===== src/rtl/dma_chan_pkg.sv =====
package dma_chan_pkg;
  localparam int CTL_W     = 32;
  localparam int CNT_W     = 10;
  localparam int ARB_W     = 4;
  localparam int MODE_W    = 3;
  localparam int GRP_W     = 16;
  localparam int CNT_LSB   = 4;
  localparam int ARB_LSB   = 14;
  localparam int MODE_LSB  = 0;

  localparam logic [MODE_W-1:0] MODE_STOP  = 3'd0;
  localparam logic [MODE_W-1:0] MODE_BASIC = 3'd1;

  localparam logic [1:0] REG_SRC  = 2'd0;
  localparam logic [1:0] REG_DST  = 2'd1;
  localparam logic [1:0] REG_CTL  = 2'd2;
  localparam logic [1:0] REG_STAT = 2'd3;

  localparam logic [1:0] STEP_FIXED = 2'd3;

  typedef struct packed {
    logic [1:0]        dst_step;
    logic [1:0]        dst_size;
    logic [1:0]        src_step;
    logic [1:0]        src_size;
    logic [ARB_W-1:0]  arb;
    logic [CNT_W-1:0]  cnt;
    logic [MODE_W-1:0] mode;
  } ctl_fields_t;

  typedef enum logic [1:0] {
    SQ_IDLE = 2'd0,
    SQ_RD   = 2'd1,
    SQ_WAIT = 2'd2,
    SQ_WR   = 2'd3
  } seq_state_t;

  function automatic ctl_fields_t split_ctl(input logic [CTL_W-1:0] w);
    ctl_fields_t f;
    f.dst_step = w[31:30];
    f.dst_size = w[29:28];
    f.src_step = w[27:26];
    f.src_size = w[25:24];
    f.arb      = w[ARB_LSB +: ARB_W];
    f.cnt      = w[CNT_LSB +: CNT_W];
    f.mode     = w[MODE_LSB +: MODE_W];
    return f;
  endfunction
endpackage


===== src/rtl/dma_addr_gen.sv =====
module dma_addr_gen
  import dma_chan_pkg::*;
#(
  parameter int ADDR_W = 32
) (
  input  logic [ADDR_W-1:0] end_ptr,
  input  logic [CNT_W-1:0]  items_m1,
  input  logic [1:0]        step,
  output logic [ADDR_W-1:0] addr
);
  logic [ADDR_W-1:0] offset;

  always_comb begin
    offset = ADDR_W'(items_m1) << step;
    if (step == STEP_FIXED) begin
      addr = end_ptr;
    end else begin
      addr = end_ptr - offset;
    end
  end
endmodule


===== src/rtl/dma_regs.sv =====
module dma_regs
  import dma_chan_pkg::*;
#(
  parameter int ADDR_W = 32
) (
  input  logic              clk,
  input  logic              rst,
  input  logic              cfg_we,
  input  logic [1:0]        cfg_addr,
  input  logic [31:0]       cfg_wdata,
  output logic [31:0]       cfg_rdata,
  input  logic              busy,
  input  logic              cnt_dec,
  input  logic              fin,
  output logic [ADDR_W-1:0] src_end,
  output logic [ADDR_W-1:0] dst_end,
  output logic [CTL_W-1:0]  ctl_word,
  output logic              chan_en,
  output logic              burst_only
);
  logic [CNT_W-1:0] cnt_now;

  assign cnt_now = ctl_word[CNT_LSB +: CNT_W];

  always_ff @(posedge clk) begin
    if (rst) begin
      src_end    <= '0;
      dst_end    <= '0;
      ctl_word   <= '0;
      chan_en    <= 1'b0;
      burst_only <= 1'b0;
    end else begin
      if (cfg_we) begin
        case (cfg_addr)
          REG_SRC: src_end  <= ADDR_W'(cfg_wdata);
          REG_DST: dst_end  <= ADDR_W'(cfg_wdata);
          REG_CTL: ctl_word <= cfg_wdata;
          default: begin
            if (cfg_wdata[0]) chan_en <= 1'b1;
            if (cfg_wdata[1]) chan_en <= 1'b0;
            if (cfg_wdata[2]) burst_only <= 1'b1;
            if (cfg_wdata[3]) burst_only <= 1'b0;
          end
        endcase
      end
      // engine updates override same-cycle software writes
      if (cnt_dec) begin
        ctl_word[CNT_LSB +: CNT_W] <= cnt_now - CNT_W'(1);
      end
      if (fin) begin
        ctl_word[MODE_LSB +: MODE_W] <= MODE_STOP;
        chan_en                      <= 1'b0;
      end
    end
  end

  always_ff @(posedge clk) begin
    if (rst) begin
      cfg_rdata <= '0;
    end else begin
      case (cfg_addr)
        REG_SRC: cfg_rdata <= 32'(src_end);
        REG_DST: cfg_rdata <= 32'(dst_end);
        REG_CTL: cfg_rdata <= ctl_word;
        default: cfg_rdata <= {29'd0, busy, burst_only, chan_en};
      endcase
    end
  end
endmodule


===== src/rtl/dma_seq.sv =====
module dma_seq
  import dma_chan_pkg::*;
#(
  parameter int ADDR_W = 32,
  parameter int DATA_W = 32
) (
  input  logic              clk,
  input  logic              rst,
  input  ctl_fields_t       ctl,
  input  logic              chan_en,
  input  logic              burst_only,
  input  logic              req_single,
  input  logic              req_burst,
  input  logic [ADDR_W-1:0] src_addr,
  input  logic [ADDR_W-1:0] dst_addr,
  output logic [CNT_W-1:0]  addr_cnt,
  input  logic [DATA_W-1:0] mem_rdata,
  output logic              mem_re,
  output logic              mem_we,
  output logic [ADDR_W-1:0] mem_addr,
  output logic [DATA_W-1:0] mem_wdata,
  output logic [1:0]        mem_size,
  output logic              bus_hold,
  output logic              done,
  output logic              cnt_dec,
  output logic              fin,
  output logic              busy
);
  seq_state_t       state;
  logic [GRP_W-1:0] grp_left;
  logic [GRP_W-1:0] grp_mask;
  logic             last_item;
  logic             start;

  assign last_item = (ctl.cnt == '0);
  assign grp_mask  = (GRP_W'(1) << ctl.arb) - GRP_W'(1);
  assign start     = chan_en && (ctl.mode == MODE_BASIC)
                     && (req_burst || (req_single && !burst_only));
  assign cnt_dec   = (state == SQ_WR) && !last_item;
  assign fin       = (state == SQ_WR) && last_item;
  assign busy      = (state != SQ_IDLE);

  // in the write cycle the next read already sees one item fewer
  always_comb begin
    if (state == SQ_WR) begin
      addr_cnt = ctl.cnt - CNT_W'(1);
    end else begin
      addr_cnt = ctl.cnt;
    end
  end

  always_ff @(posedge clk) begin
    if (rst) begin
      state     <= SQ_IDLE;
      grp_left  <= '0;
      mem_re    <= 1'b0;
      mem_we    <= 1'b0;
      mem_addr  <= '0;
      mem_wdata <= '0;
      mem_size  <= '0;
      bus_hold  <= 1'b0;
      done      <= 1'b0;
    end else begin
      done <= fin;
      case (state)
        SQ_IDLE: begin
          if (start) begin
            mem_re   <= 1'b1;
            mem_addr <= src_addr;
            mem_size <= ctl.src_size;
            bus_hold <= 1'b1;
            grp_left <= req_burst ? grp_mask : '0;
            state    <= SQ_RD;
          end
        end
        SQ_RD: begin
          mem_re <= 1'b0;
          state  <= SQ_WAIT;
        end
        SQ_WAIT: begin
          mem_we    <= 1'b1;
          mem_wdata <= mem_rdata;
          mem_addr  <= dst_addr;
          mem_size  <= ctl.dst_size;
          state     <= SQ_WR;
        end
        default: begin
          mem_we <= 1'b0;
          if (last_item || (grp_left == '0)) begin
            bus_hold <= 1'b0;
            state    <= SQ_IDLE;
          end else begin
            grp_left <= grp_left - GRP_W'(1);
            mem_re   <= 1'b1;
            mem_addr <= src_addr;
            mem_size <= ctl.src_size;
            state    <= SQ_RD;
          end
        end
      endcase
    end
  end
endmodule


===== src/rtl/dma_basic_chan.sv =====
module dma_basic_chan
  import dma_chan_pkg::*;
#(
  parameter int ADDR_W = 32,
  parameter int DATA_W = 32
) (
  input  logic              clk,
  input  logic              rst,
  input  logic              cfg_we,
  input  logic [1:0]        cfg_addr,
  input  logic [31:0]       cfg_wdata,
  output logic [31:0]       cfg_rdata,
  input  logic              req_single,
  input  logic              req_burst,
  output logic              mem_re,
  output logic              mem_we,
  output logic [ADDR_W-1:0] mem_addr,
  output logic [DATA_W-1:0] mem_wdata,
  input  logic [DATA_W-1:0] mem_rdata,
  output logic [1:0]        mem_size,
  output logic              bus_hold,
  output logic              done
);
  logic [ADDR_W-1:0] src_end;
  logic [ADDR_W-1:0] dst_end;
  logic [CTL_W-1:0]  ctl_word;
  ctl_fields_t       ctl;
  logic              chan_en;
  logic              burst_only;
  logic              busy;
  logic              cnt_dec;
  logic              fin;
  logic [CNT_W-1:0]  addr_cnt;
  logic [ADDR_W-1:0] src_addr;
  logic [ADDR_W-1:0] dst_addr;
  logic [1:0]        dst_step;
  logic              unused_ctl_bits;

  assign ctl             = split_ctl(ctl_word);
  assign dst_step        = ctl.dst_step;
  assign unused_ctl_bits = ^{ctl_word[23:18], ctl_word[3]};

  dma_regs #(.ADDR_W(ADDR_W)) u_regs (
    .clk        (clk),
    .rst        (rst),
    .cfg_we     (cfg_we),
    .cfg_addr   (cfg_addr),
    .cfg_wdata  (cfg_wdata),
    .cfg_rdata  (cfg_rdata),
    .busy       (busy),
    .cnt_dec    (cnt_dec),
    .fin        (fin),
    .src_end    (src_end),
    .dst_end    (dst_end),
    .ctl_word   (ctl_word),
    .chan_en    (chan_en),
    .burst_only (burst_only)
  );

  dma_addr_gen #(.ADDR_W(ADDR_W)) u_src_addr (
    .end_ptr  (src_end),
    .items_m1 (addr_cnt),
    .step     (ctl.src_step),
    .addr     (src_addr)
  );

  dma_addr_gen #(.ADDR_W(ADDR_W)) u_dst_addr (
    .end_ptr  (dst_end),
    .items_m1 (addr_cnt),
    .step     (ctl.dst_step),
    .addr     (dst_addr)
  );

  dma_seq #(.ADDR_W(ADDR_W), .DATA_W(DATA_W)) u_seq (
    .clk        (clk),
    .rst        (rst),
    .ctl        (ctl),
    .chan_en    (chan_en),
    .burst_only (burst_only),
    .req_single (req_single),
    .req_burst  (req_burst),
    .src_addr   (src_addr),
    .dst_addr   (dst_addr),
    .addr_cnt   (addr_cnt),
    .mem_rdata  (mem_rdata),
    .mem_re     (mem_re),
    .mem_we     (mem_we),
    .mem_addr   (mem_addr),
    .mem_wdata  (mem_wdata),
    .mem_size   (mem_size),
    .bus_hold   (bus_hold),
    .done       (done),
    .cnt_dec    (cnt_dec),
    .fin        (fin),
    .busy       (busy)
  );
endmodule


===== config.mk =====
export PLATFORM = sky130hd
export DESIGN_NAME = dma_basic_chan
export DESIGN_NICKNAME = d
export VERILOG_FILES = /design/src/rtl/dma_chan_pkg.sv /design/src/rtl/dma_addr_gen.sv /design/src/rtl/dma_regs.sv /design/src/rtl/dma_seq.sv /design/src/rtl/dma_basic_chan.sv
export SDC_FILE = /design/constraint.sdc
export NUM_CORES = 1
export LEC_CHECK = 0
export BUFFER_PORTS_ARGS = -buffer_cell sky130_fd_sc_hd__buf_2
export CAP_MARGIN = 20
export CORE_MARGIN = 2
export CORE_UTILIZATION = 40
export CTS_BUF_LIST = sky130_fd_sc_hd__clkbuf_16
export DETAILED_ROUTE_END_ITERATION = 6
export GPL_ROUTABILITY_DRIVEN = 0
export SLEW_MARGIN = 30
export SYNTH_ARGS = -nofsm -noshare
export SYNTH_HDL_FRONTEND = slang
export SYNTH_SLANG_ARGS = --single-unit
export TNS_END_PERCENT = 100

===== constraint.sdc =====
create_clock -name clk -period 5.2 [get_ports clk]
set_input_delay 0.52 -clock clk [delete_from_list [all_inputs] [get_ports clk]]
set_output_delay 0.52 -clock clk [all_outputs]
set_load 0.005 [all_outputs]

==> metrics.csv, run 1 <==
metric,value,unit
hold_path.class,in2reg,
fin_nets,1755,
syn_to_final_growth,15.8,%
core,29600,sq um
critPathKind,reg2reg,
yosysWarnings,0,
syn_nets,1641,
cts_resized,0,
grt-ovfl-total,0,
cp_slowest_stage_delay,670,ps
drive_above_1_share,15.2,%
ys_types,75,
cp_max_fo,7,
vias_per_cell,5.84,
fmax,0.216,GHz
nFillCells,2999,
antenna_found_initial,1,
netlist_area,12000,sq um
crit_path_end,u_seq.mem_addr[27],
die_y,177,um
avgSynthCellArea,7.82,sq um
drt_pre_antenna_iters,5,
status,"finished, final reports clean",
routed_wl,40600,um
start_util,40.6,%
p_total,5160,uW
setup_viol,0,
cts_tree,yes,
worst-endpoint-arrival,5100,ps
clock_path_buffers,3,
tightest_slew,1020,ps
ys_top_cells_by_area,"dfxtp_1, nand2_1, a21oi_1",
start_kind,flip-flop,
boundaryPins,173,
drc_errors,0,
synth_edf_count,0,
crit_required,5670,ps
endpoint_kind,flip-flop,
cts_setup_buffers,0,
row_count,63,
grt_usage,25.1,%
grt_pass1_vias,11100,
path_cells,"inv_1, ha_1, nor2b_1, nand3_1, xor2_1, and2_1, a211oi_1, a21oi_1, ha_1, a211o_1, o311ai_1, o21ai_1, or4_1, a211o_1, a31oi_1",
ys_seq_elements,218,
ys_async_sr_fraction,0,%
drv_slew,0,
path_buf_inv,1,
rsz0062_at_grt,no,
finClkSkew,18.5,ps
io_buffers,172,
r2r-end,u_seq.mem_addr[27],
dr_total_vias,12000,
p_per_area,372,nW/um^2
clk_pin_slew,60,ps
slew_headroom,31.1,%
vdd.ir_drop.worst,0.223,mV
drtAntennaViolNets,0,
cts_htree_levels,1,
r2r_start,u_regs.ctl_word[4],
ctsRootBufferMaster,clkbuf_16,
ff2ff_path_depth,15,
slowest_stage,o311ai_1,
numCtsBuffers,26,
layout_common_cells,"nand2_1, dfxtp_1, a21oi_1, nor2_1, buf_2",
yosysTopAreaCellShare,36.4,%
dieArea,31400,sq um
post-route-period-util,89.0,%
setup_tns,0,ps
total_leakage_power,0.00555,uW
min_period,4630,ps
routedWlPerCell,19.7,um
hold_violations,0,
die_x,177,um
cp_top_family,compound AO/OA/AOI/OAI gates,
synth-main-ff-cell,dfxtp_1,
drv_cap,0,
syn-instance-count,1535,
grt_pass1_wl,62300,um
post-dp-hpwl,28600,um
clkLatencyLatePin,550,ps
ctsHoldBuffers,0,
drtIter0Drc,1101,
reg2reg_slack,570,ps
cp.depth,15,
post-synth-top-area-cell,dfxtp_1,
seq_area_frac_synth,36.4,%
crit_start,u_regs.ctl_word[4],
grt_max_degree,90,
clock-sinks,218,
layout_commonest_cell,nand2_1,
## how the worst min path moves through the flow
stage	cells past startpoint	to	slack [ps]	startpoint
after floorplan	2	u_regs.ctl_word[18]	440	u_regs.ctl_word[18]
after global placement	2	u_regs.ctl_word[22]	440	u_regs.ctl_word[22]
after detailed placement	2	u_regs.ctl_word[23]	450	u_regs.ctl_word[23]
after CTS	3	u_seq.mem_wdata[4]	200	mem_rdata[4]
after global routing	3	u_seq.mem_wdata[29]	210	mem_rdata[29]
final	3	u_seq.mem_wdata[19]	210	mem_rdata[19]
## metal layers
| metal | track usage, % | wire (um) |
|---|---|---|
| met4 | 7.92 | 1230 |
| met5 | 0 | 0 |
| met1 | 33.9 | 17700 |
| met2 | 40.8 | 18500 |
| met3 | 3.87 | 3230 |
## power breakdown
part | leakage (uW) | internal, uW | switching [uW]
clock | 0.000413 | 1010 | 746
sequential | 0.00176 | 1800 | 121
combinational | 0.00338 | 548 | 942
## sequential cells by signal, indices dropped and copies added, names as in the netlist, 2 cells and up
| signal | cells |
|---|---|
| u_seq.mem_size | 2 |
| u_regs.cfg_rdata | 32 |
| u_regs.ctl_word | 32 |
| u_seq.mem_wdata | 32 |
| u_seq.state | 2 |
| u_seq.grp_left | 16 |
| u_regs.src_end | 32 |
| u_seq.mem_addr | 32 |
| u_regs.dst_end | 32 |
## final cells by class
| type | count | area (sq um) | share of cell area [%] |
|---|---|---|---|
| well taps | 390 | 488 | 3.51 |
| clock buffers | 26 | 651 | 4.68 |
| repair buffers | 191 | 1010 | 7.27 |
| multi-input cells | 1188 | 7120 | 51.3 |
| inverters | 24 | 90.1 | 0.649 |
| flip-flops and latches | 218 | 4360 | 31.4 |
| clock inverters | 21 | 165 | 1.19 |
| diodes | 1 | 2.50 | 0.0180 |
## worst min-delay path, delay by kind of cell
family | cells | cell delay, ps
buffers and inverters | 1 | 70
and+or+nand+nor | 1 | 70
muxes | 1 | 50
## kinds of logic after synthesis
| kind of cell | Yosys count | share of synthesized area, % |
|---|---|---|
| flip-flops | 218 | 36.4 |
| multiplexers | 96 | 8.36 |
| buffers and inverters | 129 | 4.50 |
| XOR/XNOR | 55 | 4.01 |
| AND/OR/NAND/NOR | 601 | 22.3 |
| AO/OA/AOI/OAI | 401 | 20.7 |
| adder cells (fa/ha/maj) | 35 | 3.77 |
## synthesized netlist by cell type (all sizes together), types with 4 or more instances
| cell | count |
|---|---|
| nor4 | 11 |
| mux2i | 89 |
| xnor2 | 32 |
| xor2 | 23 |
| o31a | 7 |
| a21o | 8 |
| or4 | 9 |
| inv | 24 |
| a31oi | 11 |
| a211oi | 28 |
| clkbuf | 92 |
| o311ai | 4 |
| a32o | 5 |
| nand3b | 5 |
| mux2 | 4 |
| buf | 13 |
| or3 | 10 |
| o41ai | 4 |
| nand4 | 8 |
| nand2b | 8 |
| nor2 | 182 |
| nor3 | 38 |
| nand3 | 22 |
| o21a | 12 |
| nand2 | 249 |
| ha | 33 |
| o211ai | 15 |
| and3 | 8 |
| dfxtp | 218 |
| nor3b | 6 |
| a211o | 6 |
| a22oi | 6 |
| nand4b | 5 |
| a221oi | 10 |
| o2111ai | 4 |
| o221ai | 6 |
| o21ai | 61 |
| nor2b | 11 |
| or2 | 4 |
| a21oi | 185 |
| and2 | 16 |
| o31ai | 8 |
## per-stage QoR
stage          util [%]  cell area [sq um]  hold WS (ps)  cells  setup WS, ps
2_1_floorplan         -              12000           437   1535          1200
3_3_place_gp       44.2              13100           442   2011           805
3_5_place_dp       44.2              13100           447   2011           678
4_1_cts            47.0              13900           196   2058           642
5_1_grt            47.0              13900           208   2059           235
6_report           47.0              13900           209   2059           571
Note: power is estimated with default switching activity, not from simulation.
==> run 2, diff against run 1 <==
Settings changed: REMOVE_ABC_BUFFERS from default to 1.
==> metrics.csv, run 2 (same netlist as run 1, synthesis figures left out) <==
metric,value,unit,change
worst_slack,755,ps,+184 ps
grt-ovfl-total,0,,unchanged
vdd.ir_drop.worst,0.164,mV,-27%
hold_path.class,in2reg,,
p_per_area,371,nW/um^2,-0.17%
crit_required,5670,ps,about the same
cts_htree_levels,1,,unchanged
min_period,4450,ps,-184 ps
rsz0062_at_grt,no,,
clk_pin_slew,60,ps,about the same
p_clk_share,34.8,%,+0.8 points
cp_top_family,compound AO/OA/AOI/OAI gates,,
io_buffers,172,,unchanged
ctsRootBufferMaster,clkbuf_16,,
pre_cts_ws,820,ps,+142 ps
clkLatencyLatePin,550,ps,about the same
dieArea,31400,sq um,unchanged
numCtsBuffers,26,,unchanged
whs,210,ps,+1.15 ps
setup_viol,0,,unchanged
cp_slowest_stage_delay,460,ps,-210 ps
die_y,177,um,unchanged
die_x,177,um,unchanged
drv_slew,0,,unchanged
reg2reg_slack,750,ps,+180 ps
fmax,0.225,GHz,+4.1%
drc_errors,1,,+1
switching_share,34.2,%,-0.87 points
antenna_found_initial,1,,unchanged
total_leakage_power,0.00559,uW,+0.71%
post-dp-hpwl,27200,um,-4.8%
p_sw,1770,uW,-2.3%
setup_tns,0,ps,unchanged
drive_above_1_share,15.4,%,+0.14 points
start_util,40.6,%,unchanged
row_count,63,,unchanged
layout_commonest_cell,nand2_1,,
grt_usage,24.0,%,-1.1 points
fin_cells,2062,,+0.15%
start_kind,flip-flop,,
num_antenna_cells,0,,-1
nFillCells,3013,,+0.47%
path_cells,"ha_1, nand2_1, nand4b_1, xnor2_1, nor2_1, a21oi_1, a21oi_1, ha_1, a21oi_1, o21ai_0, a22oi_1, o21ai_1, or4_1, a211o_1, a31oi_1",,
finClkSkew,18.2,ps,-0.337 ps
routed_wl,38200,um,-6.0%
slew_headroom,37.3,%,+6.1 points
vias_per_cell,5.65,,-3.1%
stdcell_area,13900,sq um,+0.33%
cp_max_fo,9,,+2
grt_max_degree,72,,-20%
power_frac_seq,37.2,%,about the same
clock-sinks,218,,unchanged
endpoint_kind,flip-flop,,
boundaryPins,173,,unchanged
cts_tree,yes,,
ff2ff_path_depth,15,,unchanged
syn_to_final_growth,16.2,%,
tightest_slew,941,ps,-84.1 ps
routedWlPerCell,18.5,um,-6.1%
clock_path_buffers,3,,unchanged
failed_checks,design-rule violations,,
fin_nets,1758,,+0.17%
ctsHoldBuffers,0,,unchanged
dr_total_vias,11700,,-3.0%
p_int,3410,uW,+1.5%
critPathKind,reg2reg,,
layout_common_cells,"nand2_1, dfxtp_1, a21oi_1, nor2_1, buf_2",,
worst-endpoint-arrival,4920,ps,-180 ps
drv_cap,0,,unchanged
slowest_stage,or4_1,,
grt_pass1_vias,10900,,-1.3%
whs_path_depth,3,,unchanged
hold_violations,0,,unchanged
post-route-period-util,85.5,%,-3.5 points
cts_resized,0,,unchanged
cp.depth,15,,unchanged
core,29600,sq um,unchanged
grt_pass1_wl,59700,um,-4.1%
dp_cells,2014,,+0.15%
drtIter0Drc,890,,-19%
p_comb_share,28.0,%,-0.9 points
drtAntennaViolNets,0,,unchanged
path_buf_inv,0,,-1
drt_pre_antenna_iters,7,,+2
cts_setup_buffers,0,,unchanged
placed_cell_area,13100,sq um,+0.17%
crit_path_frequent_cell,a21oi_1,,
status,"finished, violations left",,
-- run 2: cell types whose count changed in the layout (fill, tap and decap cells not counted), sizes merged --
cell,delta
bufinv,+1
inv,+3
clkinv,-3
diode,-1
buf,+3
-- run 2: worst register-to-register path, stage by stage, from the launching register on --
cell and delay, ps:
dfxtp_1 410, ha_1 450, nand2_1 160, nand4b_1 270, xnor2_1 440, nor2_1 70, a21oi_1 170, a21oi_1 90
ha_1 380, a21oi_1 310, o21ai_0 200, a22oi_1 250, o21ai_1 270, or4_1 460, a211o_1 300, a31oi_1 140
-- run 2: metrics by stage --
step	utilization [%]	total power, uW
6_report	47.1	5170
5_1_grt	47.1	5450
4_1_cts	47.1	5200
3_5_place_dp	44.3	3380
3_3_place_gp	44.3	3370
2_1_floorplan	-	2850
-- run 2: power groups by stage --
stage,combinational [uW],clock (uW),sequential [uW]
floorplan,932,0,1920
global placement,1420,0,1950
detailed placement,1430,0,1960
CTS,1440,1840,1920
global route,1610,1910,1940
finish,1450,1800,1920
-- run 2: routing by layer --
layer	global-route usage, %	vias to the layer above	share of wire, %
li1	-	5669	-
met1	33.2	5461	45
met2	37.9	453	44
met3	3.78	73	7.3
met4	7.92	2	2.9
met5	0	-	0.034
-- run 2: layout make-up --
class	count	area [sq um]	share of cell area, %
Inverter	24	90.1	0.646
Clock inverter	22	191	1.37
Multi-Input combinational cell	1188	7120	51.1
Tap cell	390	488	3.50
Clock buffer	26	651	4.67
Sequential cell	218	4360	31.3
Timing Repair Buffer	194	1030	7.41
-- run 2: worst paths after layout --
| check | from | to |
|---|---|---|
| worst max-delay path | u_seq.state[1] | u_seq.mem_addr[27] |
| worst min-delay path | mem_rdata[28] | u_seq.mem_wdata[28] |
| worst max register to register | u_seq.state[1] | u_seq.mem_addr[27] |
| worst min register to register | u_regs.ctl_word[19] | u_regs.ctl_word[19] |
==> run 3, diff against run 2 <==
Settings changed: CTS_BUF_LIST sky130_fd_sc_hd__clkbuf_16 to default, HOLD_SLACK_MARGIN from default to 0.03.
==> metrics.csv, run 3 (same netlist as run 1, synthesis figures left out) <==
metric,value,unit,change
drtAntennaViolNets,0,,unchanged
post-route-period-util,86.4,%,+0.92 points
post-dp-hpwl,27200,um,unchanged
drive_above_1_share,15.6,%,+0.24 points
hold_path.class,in2reg,,
setup_viol,0,,unchanged
num_antenna_cells,0,,unchanged
clk_pin_slew,60,ps,about the same
antenna_found_initial,1,,unchanged
r2r_start,u_regs.ctl_word[4],,
hold_violations,0,,unchanged
status,"finished, final reports clean",,
drt_pre_antenna_iters,6,,-1
slew_headroom,39.3,%,+2.0 points
syn_to_final_growth,16.5,%,
clock-sinks,218,,unchanged
dp_cells,2014,,unchanged
grt_usage,24.0,%,about the same
ctsRootBufferMaster,clkbuf_16,,
fmax,0.223,GHz,-1.1%
reg2reg_slack,710,ps,-50 ps
grt_pass1_wl,59700,um,about the same
cts_tree,yes,,
setup_tns,0,ps,unchanged
grt-ovfl-total,0,,unchanged
drv_slew,0,,unchanged
cts_setup_buffers,0,,unchanged
start_util,40.6,%,unchanged
numCtsBuffers,26,,unchanged
grt_max_degree,72,,unchanged
routedWlPerCell,18.5,um,-0.15%
die_x,177,um,unchanged
clkLatencyLatePin,550,ps,about the same
layout_commonest_cell,nand2_1,,
worst-endpoint-arrival,4900,ps,-20 ps
dieArea,31400,sq um,unchanged
critPathKind,reg2reg,,
whs,210,ps,+0.364 ps
rsz0062_at_grt,no,,
drc_errors,0,,-1
vdd.ir_drop.worst,0.164,mV,+0.22%
cts_resized,0,,unchanged
routed_wl,38100,um,-0.15%
fin_nets,1758,,unchanged
die_y,177,um,unchanged
cts_htree_levels,1,,unchanged
io_buffers,172,,unchanged
ff2ff_path_depth,15,,unchanged
ctsHoldBuffers,0,,unchanged
clock_path_buffers,3,,unchanged
drtIter0Drc,890,,unchanged
fin_cells,2062,,unchanged
grt_pass1_vias,10900,,-0.10%
endpoint_kind,flip-flop,,
crit_path_end,u_seq.mem_addr[20],,
p_per_area,376,nW/um^2,+1.2%
row_count,63,,unchanged
dr_total_vias,11600,,-0.14%
crit_start,u_regs.ctl_word[4],,
vias_per_cell,5.65,,-0.14%
nFillCells,3005,,-0.27%
crit_required,5600,ps,-70 ps
core,29600,sq um,unchanged
min_period,4490,ps,+47.8 ps
cp_max_fo,7,,-2
start_kind,flip-flop,,
drv_cap,0,,unchanged
finClkSkew,18.4,ps,+0.251 ps
layout_common_cells,"nand2_1, dfxtp_1, a21oi_1, nor2_1, buf_2",,
r2r-end,u_seq.mem_addr[20],,
tightest_slew,911,ps,-30.3 ps
total_leakage_power,0.00560,uW,about the same
boundaryPins,173,,unchanged
run 3: cell count changes in the layout (fill, tap and decap cells not counted):
| cell | previous run | this run |
|---|---|---|
| clkbuf_1 | 0 | 5 |
| inv_1 | 29 | 24 |
| clkbuf_8 | 0 | 4 |
| clkinv_1 | 4 | 0 |
run 3: critical path, stage by stage, from the launching register on:
cell and delay (ps):
dfxtp_1 370, or3_1 440, nor4_1 280, nor2b_1 260, nand2_1 90, xor2_1 370
mux2i_1 170, mux2i_1 170, ha_1 310, a2111oi_0 550, buf_4 220, a211oi_1 90
or2_2 360, a311oi_1 390, xnor2_1 170, o221ai_1 130
run 3: per-layer routing:
| layer | routed length, um | share of wire (%) | GRT usage, % | up-vias |
|---|---|---|---|---|
| met5 | 13 | 0.034 | 0 | - |
| met2 | 16900 | 44 | 37.9 | 417 |
| met4 | 1120 | 2.9 | 7.89 | 2 |
| met3 | 2630 | 6.9 | 3.78 | 72 |
| met1 | 17500 | 46 | 33.2 | 5476 |
| li1 | - | - | - | 5675 |
run 3: layout make-up:
| class | instances | area [sq um] | area share (%) |
|---|---|---|---|
| clock inverter | 13 | 158 | 1.13 |
| clock buffer | 35 | 724 | 5.18 |
| sequential | 218 | 4360 | 31.2 |
| multi-input combinational | 1188 | 7120 | 50.9 |
| inverter | 24 | 90.1 | 0.645 |
| timing repair buffer | 194 | 1030 | 7.39 |
| tap | 390 | 488 | 3.49 |
run 3: worst min path at each step:
stage / slack, ps / from / to / depth (start not counted)
5_1_grt: 210 / mem_rdata[10] / u_seq.mem_wdata[10] / 3
3_3_place_gp: 440 / u_regs.ctl_word[23] / u_regs.ctl_word[23] / 2
6_report: 210 / mem_rdata[28] / u_seq.mem_wdata[28] / 3
4_1_cts: 190 / mem_rdata[30] / u_seq.mem_wdata[30] / 3
3_5_place_dp: 450 / u_regs.ctl_word[22] / u_regs.ctl_word[22] / 2
2_1_floorplan: 430 / u_regs.ctl_word[18] / u_regs.ctl_word[18] / 2
run 3: power by group:
group | internal [uW] | switching (uW)
clock | 1130 | 746
sequential | 1800 | 125
combinational | 548 | 903
total | 3480 | 1770
run 3: metrics by stage:
stage / util [%] / power (uW) / instance area (sq um) / worst slack [ps]
after global routing: 47.3 / 5520 / 14000 / 364
after detailed placement: 44.3 / 3380 / 13100 / 820
after global placement: 44.3 / 3370 / 13100 / 870
final: 47.3 / 5250 / 14000 / 707
after CTS: 47.3 / 5270 / 14000 / 811
after floorplan: - / 2850 / 11500 / 1100
